--- src/rtl/gpio_bank_pkg.sv ---
package gpio_bank_pkg;

    typedef enum logic [2:0] {
        REG_DOUT = 3'd0,
        REG_DIN  = 3'd1,
        REG_STAT = 3'd2,
        REG_CLR  = 3'd3,
        REG_IEN  = 3'd4,
        REG_MODE = 3'd5,
        REG_POL  = 3'd6,
        REG_OE   = 3'd7
    } gpio_reg_e;

    localparam int unsigned ADDR_W = 3;

endpackage

--- src/rtl/gpio_sync.sv ---
module gpio_sync #(
    parameter int unsigned WIDTH  = 16,
    parameter int unsigned STAGES = 2
) (
    input  logic             clk,
    input  logic             rst_n,
    input  logic [WIDTH-1:0] async_d,
    output logic [WIDTH-1:0] sync_q
);
    logic [WIDTH-1:0] stage_q [STAGES];

    always_ff @(posedge clk or negedge rst_n) begin
        if (!rst_n) begin
            for (int i = 0; i < STAGES; i++) stage_q[i] <= '0;
        end else begin
            stage_q[0] <= async_d;
            for (int i = 1; i < STAGES; i++) stage_q[i] <= stage_q[i-1];
        end
    end

    assign sync_q = stage_q[STAGES-1];
endmodule

--- src/rtl/gpio_regs.sv ---
module gpio_regs
    import gpio_bank_pkg::*;
#(
    parameter int unsigned NUM_PINS = 16
) (
    input  logic                clk,
    input  logic                rst_n,
    input  logic                wr_en,
    input  gpio_reg_e           wr_addr,
    input  logic [NUM_PINS-1:0] wr_data,
    output logic [NUM_PINS-1:0] dout_q,
    output logic [NUM_PINS-1:0] ien_q,
    output logic [NUM_PINS-1:0] mode_q,
    output logic [NUM_PINS-1:0] pol_q,
    output logic [NUM_PINS-1:0] oe_q,
    output logic [NUM_PINS-1:0] clr_vec,
    output logic                pol_wr
);
    always_ff @(posedge clk or negedge rst_n) begin
        if (!rst_n) begin
            dout_q <= '0;
            ien_q  <= '0;
            mode_q <= '1;
            pol_q  <= '0;
            oe_q   <= '0;
        end else if (wr_en) begin
            unique case (wr_addr)
                REG_DOUT: dout_q <= wr_data;
                REG_IEN:  ien_q  <= wr_data;
                REG_MODE: mode_q <= wr_data;
                REG_POL:  pol_q  <= wr_data;
                REG_OE:   oe_q   <= wr_data;
                default:  ;
            endcase
        end
    end

    always_comb begin
        clr_vec = '0;
        pol_wr  = 1'b0;
        if (wr_en && wr_addr == REG_CLR) clr_vec = wr_data;
        if (wr_en && wr_addr == REG_POL) pol_wr = 1'b1;
    end
endmodule

--- src/rtl/gpio_detect.sv ---
module gpio_detect (
    input  logic clk,
    input  logic rst_n,
    input  logic pin_sync,
    input  logic edge_mode,
    input  logic pol_cur,
    input  logic pol_wr,
    input  logic pol_next,
    output logic evt
);
    logic active;
    logic active_next_pol;
    logic prev_active_q;

    assign active          = pol_cur  ? pin_sync : ~pin_sync;
    assign active_next_pol = pol_next ? pin_sync : ~pin_sync;

    // Reset value matches polarity 0 with a low synchronized input.
    always_ff @(posedge clk or negedge rst_n) begin
        if (!rst_n)      prev_active_q <= 1'b1;
        else if (pol_wr) prev_active_q <= active_next_pol;
        else             prev_active_q <= active;
    end

    assign evt = edge_mode ? (active & ~prev_active_q) : active;
endmodule

--- src/rtl/gpio_bank.sv ---
module gpio_bank
    import gpio_bank_pkg::*;
#(
    parameter int unsigned NUM_PINS    = 16,
    parameter int unsigned SYNC_STAGES = 2
) (
    input  logic                clk,
    input  logic                rst_n,
    input  logic                bus_sel,
    input  logic                bus_wr,
    input  logic [ADDR_W-1:0]   bus_addr,
    input  logic [NUM_PINS-1:0] bus_wdata,
    output logic [NUM_PINS-1:0] bus_rdata,
    input  logic [NUM_PINS-1:0] pin_in,
    output logic [NUM_PINS-1:0] pin_out,
    output logic [NUM_PINS-1:0] pin_oe,
    output logic                irq_out
);
    gpio_reg_e           addr_e;
    logic                wr_en;
    logic [NUM_PINS-1:0] dout_q, ien_q, mode_q, pol_q, oe_q;
    logic [NUM_PINS-1:0] clr_vec;
    logic                pol_wr;
    logic [NUM_PINS-1:0] din_sync;
    logic [NUM_PINS-1:0] evt_vec;
    logic [NUM_PINS-1:0] stat_q;

    assign addr_e = gpio_reg_e'(bus_addr);
    assign wr_en  = bus_sel & bus_wr;

    gpio_regs #(.NUM_PINS(NUM_PINS)) regs_i (
        .clk     (clk),
        .rst_n   (rst_n),
        .wr_en   (wr_en),
        .wr_addr (addr_e),
        .wr_data (bus_wdata),
        .dout_q  (dout_q),
        .ien_q   (ien_q),
        .mode_q  (mode_q),
        .pol_q   (pol_q),
        .oe_q    (oe_q),
        .clr_vec (clr_vec),
        .pol_wr  (pol_wr)
    );

    gpio_sync #(.WIDTH(NUM_PINS), .STAGES(SYNC_STAGES)) sync_i (
        .clk     (clk),
        .rst_n   (rst_n),
        .async_d (pin_in),
        .sync_q  (din_sync)
    );

    for (genvar g = 0; g < NUM_PINS; g++) begin : g_pin
        gpio_detect det_i (
            .clk       (clk),
            .rst_n     (rst_n),
            .pin_sync  (din_sync[g]),
            .edge_mode (mode_q[g]),
            .pol_cur   (pol_q[g]),
            .pol_wr    (pol_wr),
            .pol_next  (bus_wdata[g]),
            .evt       (evt_vec[g])
        );
    end

    // New events take precedence over a clear of the same bit.
    always_ff @(posedge clk or negedge rst_n) begin
        if (!rst_n) stat_q <= '0;
        else        stat_q <= (stat_q & ~clr_vec) | evt_vec;
    end

    always_comb begin
        bus_rdata = '0;
        if (bus_sel) begin
            unique case (addr_e)
                REG_DOUT: bus_rdata = dout_q;
                REG_DIN:  bus_rdata = din_sync;
                REG_STAT: bus_rdata = stat_q;
                REG_CLR:  bus_rdata = '0;
                REG_IEN:  bus_rdata = ien_q;
                REG_MODE: bus_rdata = mode_q;
                REG_POL:  bus_rdata = pol_q;
                REG_OE:   bus_rdata = oe_q;
            endcase
        end
    end

    assign pin_out = dout_q;
    assign pin_oe  = oe_q;
    assign irq_out = |(stat_q & ien_q);
endmodule

--- config.mk ---
export PLATFORM = sky130hd
export DESIGN_NAME = gpio_bank
export DESIGN_NICKNAME = d
export VERILOG_FILES = /design/src/rtl/gpio_bank_pkg.sv /design/src/rtl/gpio_sync.sv /design/src/rtl/gpio_regs.sv /design/src/rtl/gpio_detect.sv /design/src/rtl/gpio_bank.sv
export SDC_FILE = /design/constraint.sdc
export NUM_CORES = 1
export LEC_CHECK = 0
export BUFFER_PORTS_ARGS = -buffer_cell sky130_fd_sc_hd__buf_2
export CORE_AREA = 5 5 95 186
export CTS_BUF_LIST = sky130_fd_sc_hd__clkbuf_8
export CTS_CLUSTER_DIAMETER = 60
export DETAILED_ROUTE_END_ITERATION = 10
export DIE_AREA = 0 0 100 191
export GPL_ROUTABILITY_DRIVEN = 1
export PLACE_DENSITY_LB_ADDON = 0.25
export SLEW_MARGIN = 20
export SYNTH_ARGS = -nofsm -noshare
export SYNTH_HDL_FRONTEND = slang
export SYNTH_SLANG_ARGS = --single-unit
--- constraint.sdc ---
create_clock -name clk -period 2.26 [get_ports clk]
set_clock_uncertainty 0.1 [all_clocks]
set_input_delay 0.113 -clock clk [delete_from_list [all_inputs] [get_ports clk]]
set_output_delay 0.113 -clock clk [all_outputs]
set_load 0.02 [all_outputs]
* Word-level counts from Yosys, hierarchy flattened
Index checks and enable logic that the tools add are counted.
Word-level totals: register bits 144, bits of input ports 39, output and inout bits 49, word-level logic and storage cells 161
Cells by class: eq/ne operators 7, multiplexer cells 68, bitwise gates (word level) 53, reductions and logical operators 9
Operators with widths (number):
- 16-bit case mux with 8 select lines | 1
- 1-bit 2-to-1 mux | 65
- 16-bit bitwise AND | 2
- 16-bit 2-to-1 mux | 2
- 1-bit inverter | 32
- 1-bit bitwise AND | 17
- 16-bit inverter | 1
- 16-bit OR | 1
- 16-bit OR reduction | 1
- 3-bit == test (second input constant) | 4
- 2-bit AND reduction | 5
- 3-bit by 2-bit == test with 1-bit output (second input constant) | 2
- 3-bit by 1-bit == test with 1-bit output (second input constant) | 1
- 3-bit logical NOT | 1
- 1-bit logical AND | 2

* Logic depth before layout (Yosys ltp)
depth after elaboration 6, mapped depth 6, depth with buffers taken out 4

* Modules after synthesis
A second synthesis with hierarchy kept.
Second synthesis, totals: cell total of the unflattened synthesis 491, area, all modules 6754.0 um2
By module, submodules not included:
- gpio_regs | times used 1, cells an instance 194, area each 3244.4 um2, seq. area each 2021.9 um2
- gpio_bank | times used 1, cells an instance 169, area each 1647.8 um2, seq. area each 400.4 um2
- gpio_detect | times used 16, cells an instance 5, area each 58.8 um2, seq. area each 26.3 um2
- gpio_sync | times used 1, cells an instance 48, area each 920.9 um2, seq. area each 800.8 um2

* Worst setup path after synthesis
OpenSTA, ideal clock, no wires.
path kind in2out, start in bus_addr[0], end out bus_rdata[6], arrival 1.366 ns, setup slack 0.681 ns, stages on the path 6, path buffers 2, cells stage by stage buf_4 -> buf_4 -> inv_1 -> a21o_1 -> o21ai_0 -> a211oi_1
Between the ends: word-level cells in the longest chain between the ends 3
RTL lines:
- start: declaration | RTL line gpio_bank.sv:11 | input logic [ADDR_W-1:0] bus_addr,
- 3-bit == test, or another cell as far along | RTL line gpio_bank.sv:75 | unique case (addr_e)
- 16-bit case mux with 8 select lines (*) | RTL line gpio_bank.sv:75
- 16-bit 2-to-1 mux (*) | RTL line gpio_bank.sv:74 | if (bus_sel) begin
- end: declaration | RTL line gpio_bank.sv:13 | output logic [NUM_PINS-1:0] bus_rdata,
Every way passes the cells marked *; elsewhere a longest branch is shown, timed or not.

* Final worst setup path
start reg stat_q[13], end out irq_out
Between the ends: word-level cells in the longest chain between the ends 2
RTL lines:
- start: declaration | RTL line gpio_bank.sv:26 | logic [NUM_PINS-1:0] stat_q;
- start signal: assignment | RTL line gpio_bank.sv:69 | else stat_q <= (stat_q & ~clr_vec) | evt_vec;
- 16-bit bitwise AND | RTL line gpio_bank.sv:90 | assign irq_out = |(stat_q & ien_q);
- 16-bit OR reduction | RTL line gpio_bank.sv:90
- end: declaration | RTL line gpio_bank.sv:17 | output logic irq_out
Every way passes these cells.

==> impl_results.md <==
- Minimum clock period: 2.08 ns
- CTS clk-pin slew, worst paths: 0.08 ns
- Total power: 7250 uW
- CP arrival: 1.86 ns
- Routed WL per cell: 19.6 um
- Maximum VDD drop: 0.526 mV
- Outcome: complete, no violations
- DIE WIDTH: 100 um
- Hold WC Path Type: input pin to asynchronous set/reset pin
- Tcrit/Tclk final: 91.9%
- Mux share of post-synthesis cell area: 20.0%
- Root Buffer: clkbuf_8
- RSZ-0062 raised after global routing: false
- Critical Setup Path Class: flop to output pin
- Fin nets: 647
- Switching pwr: 2070 uW
- Via density: 5.19
- Worst R2R Path Depth: 3
- Finish-stage setup viols: 0
- First-pass GRT wire length: 26300 um
- Relative slew slack: 62.7%
- Die height: 191 um
- Top sig layer: met4
- Reg2Reg Setup Slack: 1.23 ns
- Startpoint types: flop
- Num CTS Buffers: 17
- Slew @ Worst Pin: 0.559 ns
- Sequential fraction of the synthesis area: 57.6%
- WL met2: 8070 um
- Slew Viols, Final: 0
- Mean Syn Cell Area: 13.6 um^2
- Synth warnings: 0
- Distinct cells, synth: 41
- Initial Util: 39.3%
- Share of power burned in registers: 47.8%
- Post-synthesis xor/xnor area fraction: 4.43%
- Setup TNS: 0 ns
- Synth Cell Area: 6330 um^2
- Area grow syn2layout: 24.9%
- Via count of the routed design: 4285
- Synth Area in Adders: 0%
- Max Cap Viol: 0
- Logic gate share of total power: 20.3%
- Clock Sink Count: 144
- Number of global-route vias before repair: 4658
- Gpl congestion: 0.786
- Final Hold Vio Count: 0
- CP Data Required Time: 2.05 ns
- Pint: 5180 uW
- Final Cell Area: 7900 um^2
- Final WL: 16200 um
- Dpl cell area: 7120 um^2
- Post-route antenna net violation count: 0
- Hold Slack: 0.104 ns
- Sw Ratio: 28.6%
- Site Rows: 66
- DRC: 0
- Static Leakage: 0.00342 uW
- Fraction of layout cells with a size suffix above 1: 45.9%
- Complex-gate fraction of the synthesized area: 11.1%
- Detailed placement HPWL: 11300 um
- Metal3 WL: 836 um
- Initial antenna violation count: 0
- Top_reg_cell synth: dfrtp_1
- First-pass DRT Iterations: 4
- DIE AREA: 19100 um^2
- Simple-gate share of the synthesized area: 4.21%
- Global route overflow: 0
- Core area: 16100 um^2
- Crit path max fanout: 3
- Pwr Density: 918 nW/um^2
- M1 WL: 6890 um
- # H-tree levels: 4
- Later-pin clock latency in the skew report: 0.45 ns
- Number of flops mapped to enable cells by yosys: 0
- CTS tree: built
- Largest net degree at the start of global routing: 57
- Global-route usage over all layers: 18.1%
- Num ports: 88
- Initial DRC count: 138
- Antenna cells: 0
- F_max: 481 MHz
- Clock Power Share: 31.9%
- Port-buffer cells: 87
- Post-synth net total: 503
- Gate count of the mapped netlist: 464
- Async set-or-reset flop fraction in the synthesized netlist: 100%
- Yosys reg bits: 144
- Largest family of logic cells by synthesized area: multiplexers
- Worst setup EP type: output pin
- CTS Buffer Depth: 2
[through the flow]
step | std cells | setup WS (ns) | utilization [%]
final | 825 | 0.183 | 49.1
after detailed placement | 760 | 0.158 | 44.2
after floorplan | 464 | 0.681 | -
after global routing | 825 | 0.118 | 49.1
after CTS | 825 | 0.124 | 49.1
after global placement | 760 | 0.183 | 44.2
[power groups by stage]
stage | logic (uW) | registers [uW] | clock network (uW)
finish | 1470 | 3470 | 2310
global route | 1610 | 3530 | 2500
CTS | 1500 | 3470 | 2370
detailed placement | 1450 | 3510 | 0
global placement | 1430 | 3510 | 0
floorplan | 835 | 3580 | 0
[layout make-up]
class,instances,area [um^2]
fill,1481,8200
tap,204,255
sequential,144,3640
clock inverter,15,220
multi-input combinational,291,2510
timing repair buffer,146,1000
inverter,8,30.0
clock buffer,17,234
[critical path, cell delays in order (launching register included)]
cell and delay [ns]:
dfrtp_1 0.41, a22o_1 0.25, a221oi_1 0.38, nand4_1 0.18
buf_2 0.20
[cells by family (layout without fill, tap and decap cells)]
family	after synthesis	count (layout)
multiplexers	109	109
AO/OA/AOI/OAI	104	104
XOR/XNOR	32	32
flip-flops	144	144
AND/OR/NAND/NOR	46	46
buffers and inverters	29	186
[layout by cell type, fill, tap and decap left out, types with 4 or more instances in the layout]
cell	count
a21o_1	17
o221ai_1	6
o221a_2	8
nand3_1	5
buf_2	86
inv_1	9
o32ai_1	6
mux2_4	10
o21ai_0	26
dlygate4sd3_1	33
dfrtp_1	112
nor2_1	5
a22o_1	4
mux2_2	77
xnor2_1	16
xor2_1	16
a21oi_1	27
clkbuf_8	17
buf_4	23
mux2i_1	20
dfstp_2	32
a221oi_1	4
bufinv_16	5
nor2_4	4
nand2_1	21
[path summary, 6_finish.rpt]
kind                                         startpoint                                       to
max in group asynchronous                         rst_n  g_pin[12].det_i.prev_active_q$_DFF_PN1_
min                                               rst_n              regs_i.pol_q[2]$_DFFE_PN0N_
min reg2reg                sync_i.stage_q[26]$_DFF_PN0_              sync_i.sync_q[10]$_DFF_PN0_
min in group clk                                bus_sel            regs_i.dout_q[15]$_DFFE_PN0P_
max                                stat_q[13]$_DFF_PN0_                                  irq_out
max reg2reg                 sync_i.sync_q[14]$_DFF_PN0_                     stat_q[14]$_DFF_PN0_
[sequential cells by signal, summed over array words and instances, names as in the netlist]
name                       count
regs_i.pol_q                  16
regs_i.dout_q                 16
sync_i.stage_q                16
regs_i.oe_q                   16
regs_i.ien_q                  16
stat_q                        16
sync_i.sync_q                 16
g_pin.det_i.prev_active_q     16
regs_i.mode_q                 16
[per-layer routing]
metal	GRT usage, %	up-vias
met5	0	-
met4	6.38	0
met3	3.32	28
met2	30.3	131
met1	23.3	2143
li1	-	1983
[synth_stat cells, types with 2 or more instances]
library cell	instances	share of area [%]
a21o_1	17	2.0
a21oi_1	27	2.1
a221oi_1	4	0.55
a22o_1	4	0.55
buf_2	7	0.55
buf_4	7	0.83
buf_6	2	0.36
clkbuf_1	4	0.24
dfrtp_1	112	44
dfstp_2	32	13
inv_1	7	0.42
mux2_2	77	14
mux2_4	10	2.4
mux2i_1	20	3.2
mux4_2	2	0.71
nand2_1	22	1.3
nand2_2	2	0.20
nand3_1	5	0.40
nor2_1	5	0.30
nor2_4	4	0.71
nor3_4	2	0.51
o21ai_0	26	2.1
o221a_2	8	1.4
o221ai_1	6	0.83
o32ai_1	6	0.83
xnor2_1	16	2.2
xor2_1	16	2.2
[repair_timing]
item | in CTS | in global routing
hold buffers | 33 | 0
resized for setup | 0 | 1
hold endpoints to repair | 201 | 0
buffers inserted | 0 | 0
setup endpoints to repair | 0 | 1
Note: power is estimated with default switching activity, not from simulation.
